--- src/rtl/sysctl_pkg.sv ---
package sysctl_pkg;

    localparam int XLEN       = 32;
    localparam int REG_AW     = 5;
    localparam int HW_IRQ_CNT = 6;
    localparam int SW_IRQ_CNT = 2;
    localparam int IRQ_CNT    = HW_IRQ_CNT + SW_IRQ_CNT;
    localparam int IP_LSB     = 8;
    localparam int HW_LSB     = IP_LSB + SW_IRQ_CNT;
    localparam int CODE_LSB   = 2;
    localparam int CODE_W     = 5;
    localparam int ISO_BIT    = 16;
    localparam int SWP_BIT    = 17;

    localparam logic [REG_AW-1:0] RN_TLO  = 5'd2;
    localparam logic [REG_AW-1:0] RN_CTX  = 5'd4;
    localparam logic [REG_AW-1:0] RN_THI  = 5'd10;
    localparam logic [REG_AW-1:0] RN_STAT = 5'd12;
    localparam logic [REG_AW-1:0] RN_CAUS = 5'd13;
    localparam logic [REG_AW-1:0] RN_PRID = 5'd15;

    localparam logic [XLEN-1:0] THI_WMASK  = 32'hFFFF_FFC0;
    localparam logic [XLEN-1:0] TLO_WMASK  = 32'hFFFF_FF00;
    localparam logic [XLEN-1:0] CTX_WMASK  = 32'hFFE0_0000;
    localparam logic [XLEN-1:0] STAT_WMASK = 32'hFFFF_FFFF;
    localparam logic [XLEN-1:0] CAUS_WMASK =
        ~((((XLEN)'(1) << HW_IRQ_CNT) - 1) << HW_LSB) &
        ~((((XLEN)'(1) << CODE_W) - 1) << CODE_LSB);

    typedef struct packed {
        logic [XLEN-1:0] thi;
        logic [XLEN-1:0] tlo;
        logic [XLEN-1:0] ctx;
        logic [XLEN-1:0] stat;
        logic [XLEN-1:0] caus;
    } ctl_state_t;

    function automatic logic [XLEN-1:0] merge_bits(
        input logic [XLEN-1:0] old_v,
        input logic [XLEN-1:0] new_v,
        input logic [XLEN-1:0] mask
    );
        return (old_v & ~mask) | (new_v & mask);
    endfunction

endpackage

--- src/rtl/sysctl_irq_eval.sv ---
module sysctl_irq_eval
    import sysctl_pkg::*;
(
    input  logic               glb_en,
    input  logic [IRQ_CNT-1:0] pend,
    input  logic [IRQ_CNT-1:0] mask,
    output logic               irq
);
    logic [IRQ_CNT-1:0] hit;

    for (genvar i = 0; i < IRQ_CNT; i++) begin : g_line
        assign hit[i] = pend[i] & mask[i];
    end

    assign irq = glb_en & (|hit);
endmodule

--- src/rtl/sysctl_space_dec.sv ---
module sysctl_space_dec (
    input  logic       iso,
    input  logic       swp,
    output logic [1:0] sel
);
    always_comb begin
        if (!iso)     sel = 2'd0;
        else if (swp) sel = 2'd1;
        else          sel = 2'd2;
    end
endmodule

--- src/rtl/sysctl_read_mux.sv ---
module sysctl_read_mux
    import sysctl_pkg::*;
#(
    parameter logic [XLEN-1:0] PRID_VALUE = 32'h0000_0230
) (
    input  logic [REG_AW-1:0] addr,
    input  ctl_state_t        st,
    output logic [XLEN-1:0]   data
);
    always_comb begin
        unique case (addr)
            RN_TLO:  data = st.tlo;
            RN_CTX:  data = st.ctx;
            RN_THI:  data = st.thi;
            RN_STAT: data = st.stat;
            RN_CAUS: data = st.caus;
            RN_PRID: data = PRID_VALUE;
            default: data = '0;
        endcase
    end
endmodule

--- src/rtl/sysctl_regfile.sv ---
module sysctl_regfile
    import sysctl_pkg::*;
#(
    parameter logic [XLEN-1:0] PRID_VALUE = 32'h0000_0230
) (
    input  logic                  clk,
    input  logic                  rst_n,
    input  logic                  wr_en,
    input  logic [REG_AW-1:0]     wr_addr,
    input  logic [XLEN-1:0]       wr_data,
    input  logic [REG_AW-1:0]     rd_addr,
    output logic [XLEN-1:0]       rd_data,
    input  logic [HW_IRQ_CNT-1:0] hw_irq,
    input  logic                  exc_valid,
    input  logic [CODE_W-1:0]     exc_code,
    output logic                  irq_req,
    output logic [1:0]            dspace_sel
);
    ctl_state_t state_d, state_q;

    always_comb begin
        state_d = state_q;
        if (wr_en) begin
            case (wr_addr)
                RN_THI:  state_d.thi  = merge_bits(state_q.thi,  wr_data, THI_WMASK);
                RN_TLO:  state_d.tlo  = merge_bits(state_q.tlo,  wr_data, TLO_WMASK);
                RN_CTX:  state_d.ctx  = merge_bits(state_q.ctx,  wr_data, CTX_WMASK);
                RN_STAT: state_d.stat = merge_bits(state_q.stat, wr_data, STAT_WMASK);
                RN_CAUS: state_d.caus = merge_bits(state_q.caus, wr_data, CAUS_WMASK);
                default: ;
            endcase
        end
        state_d.caus[HW_LSB +: HW_IRQ_CNT] = hw_irq;
        if (exc_valid) begin
            state_d.caus[CODE_LSB +: CODE_W] = exc_code;
        end
    end

    always_ff @(posedge clk) begin
        if (!rst_n) state_q <= '0;
        else        state_q <= state_d;
    end

    sysctl_irq_eval u_irq (
        .glb_en (state_q.stat[0]),
        .pend   (state_q.caus[IP_LSB +: IRQ_CNT]),
        .mask   (state_q.stat[IP_LSB +: IRQ_CNT]),
        .irq    (irq_req)
    );

    sysctl_space_dec u_space (
        .iso (state_q.stat[ISO_BIT]),
        .swp (state_q.stat[SWP_BIT]),
        .sel (dspace_sel)
    );

    sysctl_read_mux #(.PRID_VALUE(PRID_VALUE)) u_rd (
        .addr (rd_addr),
        .st   (state_q),
        .data (rd_data)
    );
endmodule

--- config.mk ---
export PLATFORM = sky130hd
export DESIGN_NAME = sysctl_regfile
export DESIGN_NICKNAME = d
export VERILOG_FILES = /design/src/rtl/sysctl_pkg.sv /design/src/rtl/sysctl_irq_eval.sv /design/src/rtl/sysctl_space_dec.sv /design/src/rtl/sysctl_read_mux.sv /design/src/rtl/sysctl_regfile.sv
export SDC_FILE = /design/constraint.sdc
export NUM_CORES = 1
export LEC_CHECK = 0
export ABC_AREA = 1
export ABC_CLOCK_PERIOD_IN_PS = 1100
export BUFFER_PORTS_ARGS = -buffer_cell sky130_fd_sc_hd__buf_2
export CAP_MARGIN = 0
export CORE_ASPECT_RATIO = 1.5
export CORE_MARGIN = 10
export CORE_UTILIZATION = 30
export CTS_CLUSTER_DIAMETER = 200
export DETAILED_ROUTE_END_ITERATION = 16
export GPL_TIMING_DRIVEN = 0
export PLACE_DENSITY_LB_ADDON = 0.15
export SLEW_MARGIN = 0
export SYNTH_ARGS = -nofsm -noshare
export SYNTH_HDL_FRONTEND = slang
export SYNTH_HIERARCHICAL = 1
export SYNTH_SLANG_ARGS = --single-unit
--- constraint.sdc ---
create_clock -name clk -period 1.1 [get_ports clk]
set_input_delay 0.055 -clock clk [delete_from_list [all_inputs] [get_ports clk]]
set_output_delay 0.055 -clock clk [all_outputs]
set_load 0.005 [all_outputs]
### Word level (Yosys, flattened, before mapping)

Cells that the tools add are included.
Widths: inputs -> output; s select.

| storage, ports and cells | value |
|---|---|
| output and inout port bits | 35 |
| input port bits | 57 |
| word-level logic and storage cells | 46 |
| bits in registers | 160 |

| cells by class | value |
|---|---|
| mux-type cells | 6 |
| reduce and logical (&&, ||, !) cells | 9 |
| equal/unequal tests | 11 |
| bitwise logic cells | 13 |

Operators by type and width:

| cell | count |
|---|---|
| $pmux 32 s6 | 1 |
| $eq 5x4->1 const B | 7 |
| $or 16x32->32 | 1 |
| $or 21x32->32 | 1 |
| $or 6x32->32 | 1 |
| $or 8x32->32 | 1 |
| $mux 7 | 2 |
| $reduce_and 2->1 | 6 |
| $eq 5x2->1 const B | 2 |
| $eq 5x3->1 const B | 2 |
| $and 1x1->1 | 9 |
| $reduce_or 8->1 | 1 |
| $mux 5 | 1 |
| $mux 2 | 2 |
| $reduce_bool 2->1 | 2 |

### Logic depth before layout (Yosys ltp)

| logic depth | value |
|---|---|
| depth after elaboration | 4 |
| gate-level depth with buffers | 8 |
| depth with buffers taken out | 7 |

### Hierarchy

Netlist, hierarchy kept.

By module, submodules not included:

| module | area an instance (um^2) | cells an instance | instances | seq. area each (um^2) |
|---|---|---|---|---|
| sysctl_regfile | 5636.7 | 900 | 1 | 2502.4 |
| sysctl_read_mux | 1808.0 | 399 | 1 | 0.0 |
| sysctl_irq_eval | 61.3 | 16 | 1 | 0.0 |
| sysctl_space_dec | 17.5 | 4 | 1 | 0.0 |

### Worst setup path before layout

No wires, ideal clock.

| path | value |
|---|---|
| path kind | input-to-output |
| start point | in rd_addr[3] |
| end point | out rd_data[10] |
| buffers on the path | 2 |
| setup slack | 0.105 ns |
| data required time | 1.045 ns |
| arrival time | 0.940 ns |
| cell stages on the path | 8 |
| cells stage by stage | buf_2 -> nand2_1 -> nor2_4 -> buf_2 -> nand3_1 -> o21ai_0 -> inv_1 -> nand2_1 |

| between the ends | value |
|---|---|
| word-level cells in the longest chain between the ends | 2 |
| elaborated cells between the ends (all ways) | 7 |
| those cells by class | 6 x eq/ne; 1 x mux |

Ends and longest elaborated chain:

| item | RTL line | source |
|---|---|---|
| from (decl) | sysctl_regfile.sv:11 | `input logic [REG_AW-1:0] rd_addr,` |
| $eq 5x4->1 (tied with other cells) | sysctl_read_mux.sv:11 | `unique case (addr)` |
| $pmux 32 s6 (*) | sysctl_read_mux.sv:11 |  |
| to (decl) | sysctl_regfile.sv:12 | `output logic [XLEN-1:0] rd_data,` |

Every way passes the cells marked *; elsewhere a longest branch is shown, timed or not.

### Final worst setup path

| path | value |
|---|---|
| start point | reg state_q[47] (netlist bit) |
| end point | out rd_data[15] |

| between the ends | value |
|---|---|
| word-level cells in the longest chain between the ends | 1 |

Ends and longest elaborated chain:

| item | RTL line | source |
|---|---|---|
| from (decl) | sysctl_regfile.sv:19 | `ctl_state_t state_d, state_q;` |
| from (signal assigned) | sysctl_regfile.sv:41 | `else state_q <= state_d;` |
| $pmux 32 s6 | sysctl_read_mux.sv:11 |  |

Every way passes these cells.

==> metrics.csv <==
metric;value;unit
Clock transition at path regs;0.06;ns
RePlAce Congestion;0.862;
max FFs per register;125;
number of I/O pins;92;
sequential area share after synthesis;33.3;%
Hold Path Class;primary input to flop;
Psw;0.00321;W
# nets final;1565;
CTS tree;yes;
syn_area_per_cell;5.70;sq um
final setup margin;-0.256;ns
Clock Skew;0;ns
post-route ant nets;0;
P_int;0.00912;W
FF-to-FF setup slack;0.34;ns
Post-Synthesis Cell Area;0.00752;sq mm
Hold Vio Cnt, Final;0;
Critical Path Source Type;flop;
status;finished, violations left;
setup violators final;35;
clock power share;50.4;%
Initial Util;30.7;%
worst hold start;wr_data[11];
1st-iter DRT viols;569;
placed cell area;0.00850;sq mm
root buffer cell;clkbuf_16;
Max Cap Viol;0;
CTS Buf Count;17;
via count;8278;
r2r endpoint;state_q[48];
met3 routed WL;1.40;mm
GR Overflow Total;0;
vias per cell;4.49;
CP Launch Point;state_q[47];
HPWL after DPL;22.7;mm
WL final;31.4;mm
design area;0.0102;sq mm
pre-CTS WS;-0.980;ns
crit-path max FO;3;
Final min period;1.36;ns
port bufs;89;
Max Root-Sink Buffers;2;
required time of the critical path;1.04;ns
die width;149;microns
ant diodes;0;
commonest non-fill, non-tap cell in the layout;inv_1;
Die Y;214;microns
Max H-tree Level;4;
register with the most flip-flops;state_q;
clock sink total;125;
synth unique cells;18;
Crit Reg-Reg Startpoint;state_q[48];
Die ar.;0.0319;sq mm
leakage power;4.98;nW
largest net degree at the start of global routing;17;
Synth-to-Final Area Change;35.3;%
sw frac;26.0;%
Core Util, Final;41.5;%
Syn. warnings;6;
total global-route track usage;19.6;%
vias in the first global route;8233;
top layer in use;met4;
Max Fclk;0.738;GHz
Routed met2 length;16.5;mm
worst skew pair latency;0.44;ns
Tcrit/Tclk final;123;%
unrepaired setup endpoints after global routing;true;
maximum vdd drop;1020;uV
# rows;70;
total power;0.0123;W
M1 WL;12.4;mm
initial antenna violation count;0;
Crit. End Element;primary output;
Max-slew headroom;53.3;%
combinational share of power;11.8;%
failing checks;negative setup slack;
worst slew pin tran;0.700;ns
ratio of cells with drive above 1 in the final layout;22.9;%
sequential share of power;37.8;%
Layout fillers;2768;
Mapped Cells;1319;
biggest regs;state_q: 125 flops;
crit path DAT;1.30;ns
worst r2r path cells;5;
first-pass GRT wire length;47.8;mm
max-slew violations;0;
WL/cell;17.0;microns
Fin Hold WS;0.00533;ns
Endpoint, Worst Hold;state_q[43];
critical path class;flop to primary output;
P per Cell Area;1210;mW/mm^2
number of synthesized register bits;125;
DRT Pass-1 Iters;5;
most frequent cells in the layout;inv_1, nand2_1, nor2_1;
Core ar.;0.0245;sq mm
hold path cells;5;
number of remaining DRC errors;0;
-- power by group through the flow --
stage,Sequential (W),Clock [W],Combinational (W)
floorplan,0.00474,0,0.000689
global placement,0.00476,0,0.00120
finish,0.00466,0.00621,0.00145
detailed placement,0.00476,0,0.00120
global route,0.00467,0.00645,0.00158
CTS,0.00466,0.00629,0.00140
-- cells in the mapped netlist (all sizes together) --
| cell type | instances | area (sq um) |
|---|---|---|
| a21oi | 22 | 110 |
| nand4 | 71 | 444 |
| inv | 333 | 1250 |
| clkbuf | 21 | 78.8 |
| buf | 55 | 264 |
| conb | 1 | 3.75 |
| dfxtp | 125 | 2500 |
| nand3 | 146 | 746 |
| nand2 | 298 | 1120 |
| o21ai | 37 | 185 |
| nor2 | 210 | 821 |
-- through the flow --
step / setup TNS (ns) / std cells
detailed placement: -79.17 / 1766
global route: -7.53 / 1845
CTS: -6.41 / 1838
floorplan: 0 / 1353
finish: -5.68 / 1845
global placement: -75.79 / 1766
-- kinds of logic (layout without fill, tap and decap cells) --
group           count (synthesis)  in the layout  share of synthesized area [%]
flops                         125            125                           33.3
compound gates                 59             59                           3.92
buf+inv                       409            577                           21.2
simple gates                  725            725                           41.6
other cells                     1             35                         0.0498
-- worst max-delay path by stage --
stage | cells after the start | slack [ns] | endpoint
after floorplan | 8 | 0.11 | rd_data[10]
after global placement | 7 | -1.01 | rd_data[10]
after detailed placement | 7 | -0.98 | rd_data[10]
after CTS | 5 | -0.27 | rd_data[15]
after global routing | 5 | -0.28 | rd_data[9]
final | 5 | -0.26 | rd_data[15]
-- routing by layer --
metal  vias up  GRT usage [%]
li1       4275              -
met1      3749           21.5
met2       198           36.1
met3        56           3.25
met4         0           8.07
met5         -              0
-- critical path: stages (launching register included) --
cell and delay [ns]:
dfxtp_4 0.37, nand4_1 0.15, nand2_1 0.11, nor2_1 0.04, nand2_1 0.08, buf_2 0.12
-- what timing repair did --
item / in CTS / in global routing
endpoints found under the hold margin: 22 / 0
hold buffers: 20 / 0
setup buffers: 19 / 7
setup endpoints to repair: 95 / 113
cloned: 1 / 1
pin swaps: 47 / 33
gates resized for setup: 147 / 85
-- layout make-up --
class | instances | area [sq um] | share of cell area, %
Clock inverter | 6 | 130 | 1.28
Tap cell | 324 | 405 | 3.98
Timing Repair Buffer | 136 | 1000 | 9.84
Clock buffer | 26 | 499 | 4.90
Buffer | 76 | 454 | 4.46
Sequential cell | 125 | 2580 | 25.4
Inverter | 333 | 1250 | 12.3
Multi-Input combinational cell | 819 | 3860 | 37.9
Power figures use the tool's default switching activity.
